<file path="src/rtl/longpress_pkg.sv">
package longpress_pkg;
   typedef enum logic [0:0] {
      ST_ARMED = 1'b0,
      ST_HELD_OFF = 1'b1
   } lp_state_e;

   function automatic int unsigned lp_cnt_width(input int unsigned limit);
      return (limit < 2) ? 1 : $clog2(limit);
   endfunction
endpackage

</file>
<file path="src/rtl/lp_btn_sync.sv">
module lp_btn_sync #(
   parameter int SYNC_STAGES = 2
) (
   input  logic clk,
   input  logic rst_n,
   input  logic btn_n,
   output logic pressed
);
   logic [SYNC_STAGES-1:0] pipe_q;

   for (genvar i = 0; i < SYNC_STAGES; i++) begin : g_stage
      if (i == 0) begin : g_first
         always_ff @(posedge clk or negedge rst_n) begin
            if (!rst_n) pipe_q[0] <= 1'b0;
            else        pipe_q[0] <= ~btn_n;
         end
      end else begin : g_next
         always_ff @(posedge clk or negedge rst_n) begin
            if (!rst_n) pipe_q[i] <= 1'b0;
            else        pipe_q[i] <= pipe_q[i-1];
         end
      end
   end

   assign pressed = pipe_q[SYNC_STAGES-1];
endmodule

</file>
<file path="src/rtl/lp_hold_counter.sv">
module lp_hold_counter #(
   parameter int HOLD_TICKS = 393216,
   localparam int CNT_W = longpress_pkg::lp_cnt_width(HOLD_TICKS)
) (
   input  logic             clk,
   input  logic             rst_n,
   input  logic             inc,
   input  logic             clr,
   output logic [CNT_W-1:0] cnt,
   output logic             at_limit
);
   localparam logic [CNT_W-1:0] LAST = CNT_W'(HOLD_TICKS - 1);

   logic [CNT_W-1:0] cnt_q;

   always_ff @(posedge clk or negedge rst_n) begin
      if (!rst_n)   cnt_q <= '0;
      else if (clr) cnt_q <= '0;
      else if (inc) cnt_q <= cnt_q + 1'b1;
   end

   assign cnt      = cnt_q;
   assign at_limit = (cnt_q == LAST);
endmodule

</file>
<file path="src/rtl/lp_restart_fsm.sv">
module lp_restart_fsm
   import longpress_pkg::*;
#(
   parameter bit OFF_AT_RESET = 1'b0
) (
   input  logic clk,
   input  logic rst_n,
   input  logic pressed,
   input  logic at_limit,
   input  logic cfg_we,
   input  logic cfg_off,
   output logic cnt_inc,
   output logic cnt_clr,
   output logic in_off,
   output logic fire_pulse,
   output logic up_pulse
);
   lp_state_e state_q, state_d;
   logic      off_bit_q;
   logic      fire_d, up_d;
   logic      fire_q, up_q;

   always_comb begin
      state_d = state_q;
      cnt_inc = 1'b0;
      cnt_clr = 1'b0;
      fire_d  = 1'b0;
      up_d    = 1'b0;
      unique case (state_q)
         ST_ARMED: begin
            if (pressed && !off_bit_q) begin
               if (at_limit) begin
                  fire_d  = 1'b1;
                  cnt_clr = 1'b1;
                  state_d = ST_HELD_OFF;
               end else begin
                  cnt_inc = 1'b1;
               end
            end else begin
               cnt_clr = 1'b1;
            end
         end
         ST_HELD_OFF: begin
            if (!pressed) begin
               up_d    = 1'b1;
               state_d = ST_ARMED;
            end
         end
         default: state_d = ST_ARMED;
      endcase
   end

   always_ff @(posedge clk or negedge rst_n) begin
      if (!rst_n) begin
         state_q <= ST_ARMED;
         fire_q  <= 1'b0;
         up_q    <= 1'b0;
      end else begin
         state_q <= state_d;
         fire_q  <= fire_d;
         up_q    <= up_d;
      end
   end

   always_ff @(posedge clk or negedge rst_n) begin
      if (!rst_n)      off_bit_q <= OFF_AT_RESET;
      else if (fire_d) off_bit_q <= OFF_AT_RESET;
      else if (cfg_we) off_bit_q <= cfg_off;
   end

   assign in_off     = (state_q == ST_HELD_OFF);
   assign fire_pulse = fire_q;
   assign up_pulse   = up_q;
endmodule

</file>
<file path="src/rtl/longpress_restart.sv">
module longpress_restart #(
   parameter int HOLD_TICKS   = 393216,
   parameter int SYNC_STAGES  = 2,
   parameter bit OFF_AT_RESET = 1'b0
) (
   input  logic clk,
   input  logic rst_n,
   input  logic btn_n,
   input  logic cfg_we,
   input  logic cfg_off,
   output logic pwr_down,
   output logic chg_off,
   output logic reg_clr,
   output logic pwr_up,
   output logic btn_pass_n
);
   localparam int CNT_W = longpress_pkg::lp_cnt_width(HOLD_TICKS);

   if (HOLD_TICKS < 2) begin : g_bad_hold
      $error("HOLD_TICKS must be at least 2");
   end
   if (SYNC_STAGES < 2) begin : g_bad_sync
      $error("SYNC_STAGES must be at least 2");
   end

   logic             pressed;
   logic             cnt_inc, cnt_clr, at_limit;
   logic [CNT_W-1:0] hold_cnt;
   logic             in_off;
   logic             fire_pulse, up_pulse;

   lp_btn_sync #(.SYNC_STAGES(SYNC_STAGES)) u_sync (
      .clk     (clk),
      .rst_n   (rst_n),
      .btn_n   (btn_n),
      .pressed (pressed)
   );

   lp_hold_counter #(.HOLD_TICKS(HOLD_TICKS)) u_cnt (
      .clk      (clk),
      .rst_n    (rst_n),
      .inc      (cnt_inc),
      .clr      (cnt_clr),
      .cnt      (hold_cnt),
      .at_limit (at_limit)
   );

   lp_restart_fsm #(.OFF_AT_RESET(OFF_AT_RESET)) u_fsm (
      .clk        (clk),
      .rst_n      (rst_n),
      .pressed    (pressed),
      .at_limit   (at_limit),
      .cfg_we     (cfg_we),
      .cfg_off    (cfg_off),
      .cnt_inc    (cnt_inc),
      .cnt_clr    (cnt_clr),
      .in_off     (in_off),
      .fire_pulse (fire_pulse),
      .up_pulse   (up_pulse)
   );

   assign pwr_down   = fire_pulse;
   assign chg_off    = fire_pulse;
   assign reg_clr    = fire_pulse;
   assign pwr_up     = up_pulse;
   assign btn_pass_n = ~pressed | in_off;
endmodule

</file>
<file path="config.mk">
export PLATFORM = sky130hd
export DESIGN_NAME = longpress_restart
export DESIGN_NICKNAME = d
export VERILOG_FILES = /design/src/rtl/longpress_pkg.sv /design/src/rtl/lp_btn_sync.sv /design/src/rtl/lp_hold_counter.sv /design/src/rtl/lp_restart_fsm.sv /design/src/rtl/longpress_restart.sv
export SDC_FILE = /design/constraint.sdc
export NUM_CORES = 1
export LEC_CHECK = 0
export ABC_AREA = 1
export BUFFER_PORTS_ARGS = -buffer_cell sky130_fd_sc_hd__buf_2
export CORE_MARGIN = 1
export CORE_UTILIZATION = 30
export CTS_BUF_LIST = sky130_fd_sc_hd__clkbuf_4
export DETAILED_ROUTE_END_ITERATION = 16
export PLACE_DENSITY = 0.57
export SLEW_MARGIN = 25
export SYNTH_ARGS = -nofsm -noshare
export SYNTH_HDL_FRONTEND = slang
export SYNTH_SLANG_ARGS = --single-unit
</file>
<file path="constraint.sdc">
create_clock -name clk -period 1.3 [get_ports clk]
set_input_delay 0 -clock clk [delete_from_list [all_inputs] [get_ports clk]]
set_output_delay 0 -clock clk [all_outputs]
set_load 0.05 [all_outputs]
</file>
# Yosys cells after proc, flatten, opt, wreduce, memory -nomap -nowiden
# Index checks and enable logic that the tools add are counted.
[op_classes] n_addsub=1 eq_ne=1 n_mux=16 bitwise_logic=4 n_reduce_logical=4
[ops] cell="$mux W19" n=2
[ops] cell="$add A19 B1 Y19 const B" n=1
[ops] cell="$eq A19 B19 Y1 const B" n=1
[ops] cell="$mux W1" n=13
[ops] cell="$reduce_bool A2 Y1" n=2
[ops] cell="$not A1 Y1" n=3
[ops] cell="$pmux W1 S2" n=1
[ops] cell="$logic_and A1 B1 Y1" n=1
[ops] cell="$logic_not A1 Y1" n=1
[ops] cell="$or A1 B1 Y1" n=1
[word_totals] ff_bits=25 inputBits=5 out_inout_bits=5 wordCells=33

# Longest topological paths before layout
# Gate-level depths: netlist (run 1).
[depth] ltp_word=6 ltp_mapped=10 depth_no_buf=9

# Modules after synthesis
# A second synthesis (run 1) with hierarchy kept.
[unflattened] cells_unflattened=185 area_unflattened_um2=1393.8
[by_module_without_submodules] mod="lp_hold_counter" n_inst=1 cells_per_inst=157 area_per_inst_um2=1133.6 seq_area_each_um2=475.5
[by_module_without_submodules] mod="lp_restart_fsm" n_inst=1 cells_per_inst=21 area_per_inst_um2=183.9 seq_area_each_um2=100.1
[by_module_without_submodules] mod="lp_btn_sync" n_inst=1 cells_per_inst=3 area_per_inst_um2=53.8 seq_area_each_um2=50.0
[by_module_without_submodules] mod="longpress_restart" n_inst=1 cells_per_inst=4 area_per_inst_um2=22.5 seq_area_each_um2=0.0

# Worst setup path before layout (run 1)
# OpenSTA, ideal clock, no wires.
[synth_path] kind="flip-flop to flip-flop" startpoint="reg u_fsm.state_q (netlist: u_fsm.in_off)" endpoint="reg u_fsm.off_bit_q" setup_time_ns=0.113 t_arrival_ns=1.340 required_time_ns=1.187 slack_ns=-0.153 path_stages_with_launch=7 path_buffers=0 period_less_slack_ns=1.453 path_cell_list="dfrtp_1 inv_4 nand2_1 nor2_1 nand3_1 nand2_1 inv_1"
[synth_via] elab_chain_len=2 word_cells_on_any_way=3 cone_classes="mux (2); reduce/logical (1)"
[synth_lines] element="from (decl)" line_no="lp_restart_fsm.sv:18" text="lp_state_e state_q, state_d;"
[synth_lines] element="from (signal assigned)" line_no="lp_restart_fsm.sv:59" text="state_q <= state_d;"
[synth_lines] element="$mux W1 (*)" line_no="lp_restart_fsm.sv:29" text="unique case (state_q)"
[synth_lines] element="$mux W1 or $reduce_bool A2 Y1 (tied branches)"
[synth_lines] element="to (signal assigned)" line_no="lp_restart_fsm.sv:68" text="else if (cfg_we) off_bit_q <= cfg_off;"
[synth_lines] element="to (decl)" line_no="lp_restart_fsm.sv:19" text="logic off_bit_q;"
# Mark *: on every way between the ends. The rest lies on a longest branch, timed or not.
# A chain may end at the register's enable or synchronous reset.

# Worst setup path after layout (run 1)
[layout_path] startpoint="reg u_cnt.cnt_q[2] (netlist: u_cnt.cnt[2])" endpoint="reg u_cnt.cnt_q[11] (netlist: u_cnt.cnt[11])"
[layout_via] elab_chain_len=5 word_cells_on_any_way=11 cone_classes="add/sub (1); eq/ne (1); mux (8); reduce/logical (1)"
[layout_lines] element="from (decl)" line_no="lp_hold_counter.sv:14" text="logic [CNT_W-1:0] cnt_q;"
[layout_lines] element="from (signal assigned)" line_no="lp_hold_counter.sv:19" text="else if (inc) cnt_q <= cnt_q + 1'b1;"
[layout_lines] element="parallel branches: the longest is 5 deep, another holds $add A19 B1 Y19"
# Several ways; the timed one is not identified. The select of a mux whose other input is x is not followed.

==> flow_summary.json, run 1 <==
{
  "regToRegEndpoint": "u_cnt.cnt[11]$_DFFE_PN0P_",
  "p_per_area_nw_per_um2": 718,
  "cts_buffer_depth": 2,
  "max_clock_freq_ghz": 0.742,
  "outcome": "finished with violations",
  "syn_to_final_growth_pct": 43.4,
  "pre_cts_slack_ns": -0.0957,
  "htreeDepth": 1,
  "antenna_cells": 0,
  "route.detailed.drc": 2,
  "cpMostUsedCell": "nand2_2",
  "grt_max_degree": 26,
  "drv_cap": 0,
  "relSlewSlack_pct": 61.5,
  "post-route-util_pct": 45.4,
  "dp_hpwl_um": 2290,
  "path_clk_slew_ns": 0.15,
  "cts_sinks": 25,
  "syn_nets": 178,
  "failed_checks": "DRC, setup timing",
  "slew_violations": 0,
  "cts_tree": "yes",
  "setup.worst_path.start_class": "flop",
  "grt_pass1_vias": 1174,
  "reg2reg_slack_ns": -0.05,
  "cts_root_buf": "clkbuf_4",
  "clock_latency_ns": 0.33,
  "portBuffers": 9,
  "reg2reg_depth": 6,
  "vias": 1190,
  "fp.dieW_um": 70.5,
  "dr_wl_met2_um": 1530,
  "cpLargestDelayFamily": "simple AND/OR/NAND/NOR gates",
  "synth_cell_types": 25,
  "fill_cells": 440,
  "yosys-top-cells-area": "dfrtp_1, nand2_1, nor2_2",
  "slowest_stage": "dfrtp_1",
  "wl_met3_um": 95,
  "hp-class": "in2async",
  "fin_crit_sh_pct": 104,
  "ant_nets": 0,
  "seq_area_um2": 627,
  "cp_num_buf_inv": 1,
  "start_util_pct": 31.7,
  "hold_ws_ns": 0.181,
  "critical_path_required_ns": 1.54,
  "cp_slowest_stage_delay_ns": 0.43,
  "crit_arrival_ns": 1.59,
  "rows": 24,
  "synth_area_um2": 1410,
  "p_leak_uw": 0.000891,
  "hold_viol": 0,
  "setup_ws_ns": -0.0470,
  "nNetsFinal": 224,
  "vias_per_cell": 4.42,
  "antenna_found_initial": 0,
  "highest_layer": "met4",
  "multiInputGateArea_um2": 836,
  "fp.dieH_um": 70.5,
  "yosys.area.top_type": "dfrtp_1",
  "max_slew.worst_pin.slew_ns": 0.577,
  "yosys_register_bits": 25,
  "dieArea_um2": 4970,
  "setup_viol_count_final": 17,
  "dr.pass1.iters": 10,
  "yosysWarnings": 0,
  "skew_ns": 0.0127,
  "worstPathMaxFanout": 5,
  "routed_wl_um": 3210,
  "syn_avg_cell_area_um2": 8.18,
  "ios": 10,
  "place_area_um2": 1680,
  "tns_ns": -0.627,
  "grt_pass1_wl_um": 5440,
  "min_period_ns": 1.35,
  "ir_drop_uv": 404,
  "synthesis.instances": 172,
  "drive_above_1_share_pct": 49.8,
  "core_um2": 4440,
  "path_cells": "nand2_2, nor3_4, nand4_1, buf_4, nand2_2, nor2_1",
  "wl_met1_um": 1540,
  "design_area_um2": 2020,
  "rsz0062_at_grt": "true",
  "track_usage_pct": 14.2,
  "overflow": 0,
  "crit_type": "reg2reg",
  "wl_per_cell_um": 11.9,
  "cts-buffers-inserted": 3,
  "dr.first_iter.drc_count": 36,
  "crit-reg2reg-launch": "u_cnt.cnt[2]$_DFFE_PN0P_",
  "worstSetupEndpointType": "flop",
  "gp_congestion": 0.799,
  "ys_seq_area_share_pct": 44.4,
  "synth_top_area_share_pct": 44.4
}
where the power goes:
group	total, µW	internal, µW	switching (µW)
logic	225	88.5	136
registers	840	807	33.7
clock network	384	141	243
worst max path at each step:
stage                                      endpoint  cells past startpoint                     start  slack, ns
final                     u_cnt.cnt[11]$_DFFE_PN0P_                      6  u_cnt.cnt[2]$_DFFE_PN0P_      -0.05
after global routing      u_cnt.cnt[18]$_DFFE_PN0P_                      8  u_cnt.cnt[1]$_DFFE_PN0P_      -0.15
after CTS                 u_cnt.cnt[15]$_DFFE_PN0P_                      8  u_cnt.cnt[1]$_DFFE_PN0P_      -0.04
after detailed placement  u_cnt.cnt[11]$_DFFE_PN0P_                      8  u_cnt.cnt[1]$_DFFE_PN0P_       -0.1
after global placement    u_cnt.cnt[11]$_DFFE_PN0P_                      8  u_cnt.cnt[1]$_DFFE_PN0P_      -0.09
after floorplan           u_cnt.cnt[15]$_DFFE_PN0P_                      9  u_cnt.cnt[1]$_DFFE_PN0P_     -0.005
cell usage in the layout (no fill, tap or decap), types with 3 or more instances in the layout:
cell | Yosys | layout
dlygate4sd3_1 | 0 | 4
nand2_1 | 38 | 26
dfrtp_1 | 25 | 24
nand3_4 | 0 | 3
nor2_4 | 1 | 10
nand4_1 | 5 | 5
nand2_2 | 3 | 13
inv_1 | 20 | 16
buf_2 | 0 | 8
nor2_2 | 17 | 15
nand2_4 | 2 | 3
nand3_1 | 12 | 9
buf_4 | 2 | 27
nor2_1 | 19 | 12
xor2_1 | 6 | 5
inv_2 | 3 | 7
clkbuf_4 | 0 | 4
xnor2_1 | 3 | 3
logic make-up after synthesis:
| kind of cell | after synthesis | synth area share (%) |
|---|---|---|
| simple gates | 103 | 36.6 |
| compound gates | 5 | 1.96 |
| mux | 1 | 0.800 |
| flops | 25 | 44.4 |
| fa+ha+maj | 1 | 0.889 |
| xor+xnor | 9 | 5.60 |
| buf+inv | 28 | 9.69 |
metrics by stage:
stage,instances,total power (µW)
after floorplan,172,976
after global placement,254,1020
after detailed placement,254,1020
after CTS,264,1440
after global routing,269,1520
final,269,1450
cell type report:
| class | count | area share (%) |
|---|---|---|
| Multi-Input combinational cell | 119 | 41.4 |
| Tap cell | 52 | 3.22 |
| Timing Repair Buffer | 43 | 16.6 |
| Inverter | 25 | 5.39 |
| Sequential cell | 25 | 31.1 |
| Timing Repair inverter | 1 | 0.806 |
| Clock buffer | 4 | 1.49 |
per-layer routing:
layer | GRT usage (%) | vias up
li1 | - | 618
met1 | 18.9 | 554
met2 | 23.1 | 14
met3 | 2.60 | 4
met4 | 5.22 | 0
met5 | 0 | -
state kept, by name, summed over array words and instances, names as in the netlist:
register          flops
u_cnt.cnt            19
u_fsm.fire_pulse      1
u_fsm.in_off          1
u_fsm.off_bit_q       1
u_fsm.up_pulse        1
u_sync.pipe_q         1
u_sync.pressed        1
cell usage after synthesis (all sizes together):
cell    count
a21oi       2
a22oi       1
buf         3
clkinv      1
dfrtp      25
ha          1
inv        24
mux2        1
nand2      43
nand3      14
nand4       5
nor2       37
nor3        4
o21ai       2
xnor2       3
xor2        6
repair_timing:
action                                  4_1_cts  5_1_grt
buffers inserted                              1        5
pin swaps                                     3       13
hold buffers                                  4        0
endpoints found under the hold margin        27        0
endpoints found under the setup margin       19       23
cloned                                        1        0
gates resized for setup                       9       45
Power figures use the tool's default switching activity.
==> run 2, diff against run 1 <==
--- a/config.mk
+++ b/config.mk
@@ -11,7 +11,7 @@
 export CORE_UTILIZATION = 30
 export CTS_BUF_LIST = sky130_fd_sc_hd__clkbuf_4
 export DETAILED_ROUTE_END_ITERATION = 16
-export PLACE_DENSITY = 0.57
+export PLACE_DENSITY = 0.55
 export SLEW_MARGIN = 25
 export SYNTH_ARGS = -nofsm -noshare
 export SYNTH_HDL_FRONTEND = slang
==> constraint.sdc (replaced) <==
create_clock -name clk -period 1.31 [get_ports clk]
set_input_delay 0 -clock clk [delete_from_list [all_inputs] [get_ports clk]]
set_output_delay 0 -clock clk [all_outputs]
set_load 0.05 [all_outputs]
==> flow_summary.json, run 2 (synthesized netlist as in run 1, its figures left out) <==
{
  "fin_crit_sh_pct": 103,
  "grt_max_degree": 26,
  "cts_sinks": 25,
  "setup_ws_ns": -0.0407,
  "worstSetupEndpointType": "flop",
  "p_leak_uw": 0.000848,
  "outcome": "finished with violations",
  "clkPwrFrac_pct": 26.0,
  "crit_type": "reg2reg",
  "cp_num_buf_inv": 1,
  "crit-reg2reg-launch": "u_cnt.cnt[1]$_DFFE_PN0P_",
  "routed_wl_um": 3020,
  "seq_area_um2": 629,
  "tns_ns": -0.377,
  "dr.first_iter.drc_count": 54,
  "setup.worst_path.start_class": "flop",
  "multiInputGateArea_um2": 769,
  "cp_slowest_stage_delay_ns": 0.47,
  "htreeDepth": 1,
  "cpLargestDelayFamily": "simple AND/OR/NAND/NOR gates",
  "gp_congestion": 0.794,
  "track_usage_pct": 13.3,
  "dr.pass1.iters": 10,
  "dp_hpwl_um": 2230,
  "clock_latency_ns": 0.33,
  "cts_root_buf": "clkbuf_4",
  "cts_tree": "yes",
  "grt_pass1_wl_um": 5210,
  "p_comb_share_pct": 16.1,
  "path_clk_slew_ns": 0.15,
  "pre_cts_slack_ns": -0.104,
  "cts-buffers-inserted": 3,
  "wl_met1_um": 1470,
  "layout_commonest_cell": "nand2_1",
  "fill_cells": 474,
  "portBuffers": 9,
  "max_slew.worst_pin.slew_ns": 0.595,
  "p_int_uw": 1020,
  "skew_ns": 0.00659,
  "setup_viol_count_final": 16,
  "failed_checks": "DRC, setup timing",
  "largest_reg_flops": 19,
  "final_cell_mix": "nand2_1, buf_4, dfrtp_1, nor2_2, inv_1",
  "crit_arrival_ns": 1.63,
  "hold_viol": 0,
  "critical_path_required_ns": 1.59,
  "reg2reg_slack_ns": -0.04,
  "path_cells": "ha_4, nand3_4, nor2_4, nand3_2, nand2_4, nand2_8, clkinv_8, nor2_2",
  "p_switching_uw": 427,
  "ir_drop_uv": 353,
  "max_clock_freq_ghz": 0.740,
  "fp.dieW_um": 70.5,
  "rsz0062_at_grt": "true",
  "antenna_cells": 0,
  "nNetsFinal": 222,
  "highest_layer": "met4",
  "antenna_found_initial": 0,
  "hp-class": "in2async",
  "vias_per_cell": 4.48,
  "ios": 10,
  "reg2reg_depth": 8,
  "drive_above_1_share_pct": 47.0,
  "wl_per_cell_um": 11.3,
  "dr_wl_met2_um": 1450,
  "power_frac_seq_pct": 57.9,
  "slew_violations": 0,
  "grt_pass1_vias": 1152,
  "slowest_stage": "dfrtp_2",
  "vias": 1195,
  "wl_met3_um": 97,
  "syn_to_final_growth_pct": 37.0,
  "worstPathMaxFanout": 6,
  "ant_nets": 0,
  "min_period_ns": 1.35,
  "dieArea_um2": 4970,
  "start_util_pct": 31.7,
  "p_per_area_nw_per_um2": 748,
  "relSlewSlack_pct": 60.3,
  "core_um2": 4440,
  "switching_share_pct": 29.6,
  "rows": 24,
  "hold_ws_ns": 0.178,
  "regToRegEndpoint": "u_cnt.cnt[16]$_DFFE_PN0P_",
  "drv_cap": 0,
  "overflow": 0,
  "route.detailed.drc": 2,
  "cts_buffer_depth": 2,
  "fp.dieH_um": 70.5
}
==> run 2: cell types whose count changed in the layout (fill, tap and decap cells not counted), sizes merged <==
| cell | previous run | this run |
|---|---|---|
| clkbuf | 4 | 3 |
| clkinvlp | 0 | 1 |
| buf | 39 | 37 |
==> run 2: worst max-delay path by stage <==
stage	startpoint	endpoint	slack [ns]	cells after the start
final	u_cnt.cnt[1]$_DFFE_PN0P_	u_cnt.cnt[16]$_DFFE_PN0P_	-0.04	8
after floorplan	u_cnt.cnt[1]$_DFFE_PN0P_	u_cnt.cnt[15]$_DFFE_PN0P_	0.005	9
after global placement	u_cnt.cnt[1]$_DFFE_PN0P_	u_cnt.cnt[10]$_DFFE_PN0P_	-0.08	8
after CTS	u_cnt.cnt[1]$_DFFE_PN0P_	u_cnt.cnt[14]$_DFFE_PN0P_	-0.08	8
after global routing	u_cnt.cnt[4]$_DFFE_PN0P_	u_cnt.cnt[10]$_DFFE_PN0P_	-0.12	9
after detailed placement	u_cnt.cnt[1]$_DFFE_PN0P_	u_cnt.cnt[10]$_DFFE_PN0P_	-0.10	8
==> run 2: cell type report <==
type / instances / share of cell area [%]
Multi-Input combinational cell: 119 / 39.9
Timing Repair Buffer: 41 / 16.0
Timing Repair inverter: 1 / 0.844
Tap cell: 52 / 3.37
Clock inverter: 1 / 0.389
Clock buffer: 3 / 1.17
Sequential cell: 25 / 32.6
Inverter: 25 / 5.65
==> run 2: through the flow <==
step	instances	total power, µW	util (%)	area (µm²)
floorplan	172	968	-	1430
global placement	254	1020	37.9	1680
detailed placement	254	1020	37.9	1680
CTS	266	1450	41.3	1840
global route	267	1530	43.4	1930
finish	267	1440	43.4	1930
==> run 2: power by group through the flow <==
stage | sequential (µW) | combinational, µW | clock [µW]
CTS | 833 | 217 | 396
global placement | 844 | 177 | 0
global route | 842 | 255 | 433
floorplan | 840 | 128 | 0
finish | 836 | 232 | 375
detailed placement | 846 | 178 | 0
==> run 2: what timing repair did <==
item                       CTS  global route
hold buffers                 4             0
setup buffers                3             1
pin swaps                    5            12
gates resized for setup     14            27
cloned                       1             0
setup endpoints to repair   20            23
hold endpoints to repair    27             0
==> run 2: layer usage <==
metal  up-vias  global-route usage, %
met1       562                   18.4
met2        16                   21.3
met5         -                      0
met4         0                   2.04
met3         2                   3.46
li1        615                      -
==> run 3, diff against run 2 <==
--- a/config.mk
+++ b/config.mk
@@ -12,6 +12,7 @@
 export CTS_BUF_LIST = sky130_fd_sc_hd__clkbuf_4
 export DETAILED_ROUTE_END_ITERATION = 16
 export PLACE_DENSITY = 0.55
+export SKIP_LAST_GASP = 1
 export SLEW_MARGIN = 25
 export SYNTH_ARGS = -nofsm -noshare
 export SYNTH_HDL_FRONTEND = slang
==> flow_summary.json, run 3 (synthesized netlist as in run 1, its figures left out) <==
{
  "outcome": "finished with violations",
  "failed_checks": "DRC, setup timing",
  "grt_pass1_wl_um": 5210,
  "ir_drop_uv": 357,
  "wl_per_cell_um": 11.5,
  "rsz0062_at_grt": "true",
  "rows": 24,
  "cts_tree": "yes",
  "setup.worst_path.start_class": "flop",
  "dp_hpwl_um": 2230,
  "portBuffers": 9,
  "gp_congestion": 0.794,
  "fp.dieW_um": 70.5,
  "final_cell_mix": "nand2_1, buf_4, dfrtp_1, inv_1, nor2_2",
  "p_leak_uw": 0.000849,
  "post-route-util_pct": 43.5,
  "grt_pass1_vias": 1152,
  "grt_max_degree": 26,
  "antenna_cells": 0,
  "hold_viol": 0,
  "route.detailed.drc": 2,
  "finalNonFillerCells": 267,
  "cts_buffer_depth": 2,
  "crit_arrival_ns": 1.59,
  "dr.pass1.iters": 10,
  "hold_ws_ns": 0.175,
  "dr.first_iter.drc_count": 39,
  "nNetsFinal": 222,
  "vias": 1194,
  "drv_cap": 0,
  "cts_sinks": 25,
  "core_um2": 4440,
  "fin_crit_sh_pct": 103,
  "dp_cells": 254,
  "worstPathMaxFanout": 6,
  "hp-class": "in2async",
  "ant_nets": 0,
  "skew_ns": 0.0118,
  "routed_wl_um": 3060,
  "crit_type": "reg2reg",
  "antenna_found_initial": 0,
  "cts_root_buf": "clkbuf_4",
  "cts-buffers-inserted": 3,
  "track_usage_pct": 13.3,
  "fill_cells": 468,
  "relSlewSlack_pct": 60.1,
  "tns_ns": -0.316,
  "syn_to_final_growth_pct": 37.2,
  "worstSetupEndpointType": "flop",
  "critical_path_required_ns": 1.55,
  "fp.dieH_um": 70.5,
  "min_period_ns": 1.34,
  "ios": 10,
  "setup_ws_ns": -0.0330,
  "overflow": 0,
  "htreeDepth": 1,
  "max_slew.worst_pin.slew_ns": 0.598,
  "start_util_pct": 31.7,
  "drive_above_1_share_pct": 47.0,
  "clock_latency_ns": 0.34,
  "layout_commonest_cell": "nand2_1",
  "vias_per_cell": 4.47,
  "largest_reg_flops": 19,
  "dieArea_um2": 4970,
  "setup_viol_count_final": 16,
  "slew_violations": 0,
  "reg2reg_depth": 8,
  "max_clock_freq_ghz": 0.745,
  "p_per_area_nw_per_um2": 753,
  "path_clk_slew_ns": 0.16
}
-- run 3: cell counts in the layout (fill, tap and decap cells not counted) --
Identical to the previous run, type by type.
-- run 3: power by group --
group,switching [µW],total [µW],internal [µW]
Combinational,141,239,98.2
Clock,262,379,117
Sequential,34.1,836,802
-- run 3: metrics by stage --
stage / instance area (µm²) / total power (µW) / setup slack [ns]
CTS: 1830 / 1450 / -0.0823
floorplan: 1430 / 968 / 0.00457
detailed placement: 1680 / 1020 / -0.104
global placement: 1680 / 1020 / -0.0829
global route: 1930 / 1540 / -0.125
finish: 1930 / 1450 / -0.0330
-- run 3: worst max-delay path: stages (launching register included) --
cell,delay (ns)
dfrtp_2,0.44
ha_4,0.18
nand3_4,0.10
nor2_4,0.09
nand3_2,0.09
nand2_4,0.11
nand2_8,0.09
clkinv_4,0.10
nor2_2,0.04
-- run 3: area by class of cell --
| type | count | area, µm² | share of cell area [%] |
|---|---|---|---|
| multi-input cells | 119 | 777 | 40.2 |
| flip-flops and latches | 25 | 629 | 32.6 |
| repair buffers | 41 | 313 | 16.2 |
| inverters | 25 | 109 | 5.63 |
| well taps | 52 | 65.1 | 3.37 |
| clock buffers | 3 | 22.5 | 1.17 |
| repair inverters | 1 | 8.76 | 0.453 |
| clock inverters | 1 | 7.51 | 0.389 |
-- run 3: final timing paths --
kind                                       startpoint                         end  slack (ns)
setup / recovery             u_cnt.cnt[1]$_DFFE_PN0P_    u_cnt.cnt[9]$_DFFE_PN0P_       -0.03
hold / removal                                  rst_n    u_cnt.cnt[4]$_DFFE_PN0P_        0.17
setup reg to reg             u_cnt.cnt[1]$_DFFE_PN0P_    u_cnt.cnt[9]$_DFFE_PN0P_       -0.03
hold reg to reg            u_sync.pipe_q[0]$_DFF_PN0_    u_sync.pressed$_DFF_PN0_        0.38
max in group asynchronous                       rst_n      u_fsm.in_off$_DFF_PN0_        0.71
min in group clk                                btn_n  u_sync.pipe_q[0]$_DFF_PN0_        0.31
-- run 3: what timing repair did --
action,CTS,global route
gates cloned,1,0
hold endpoints to repair,27,0
setup buffers,3,1
hold buffers,4,0
resized for setup,13,28
pin swaps,5,14
setup endpoints to repair,20,23
-- run 3: per-layer routing --
| layer | part of all wire (%) | GRT usage [%] |
|---|---|---|
| met5 | 0 | 0 |
| met4 | 0.13 | 2.04 |
| met3 | 3.0 | 3.46 |
| met2 | 48 | 21.3 |
| met1 | 49 | 18.4 |
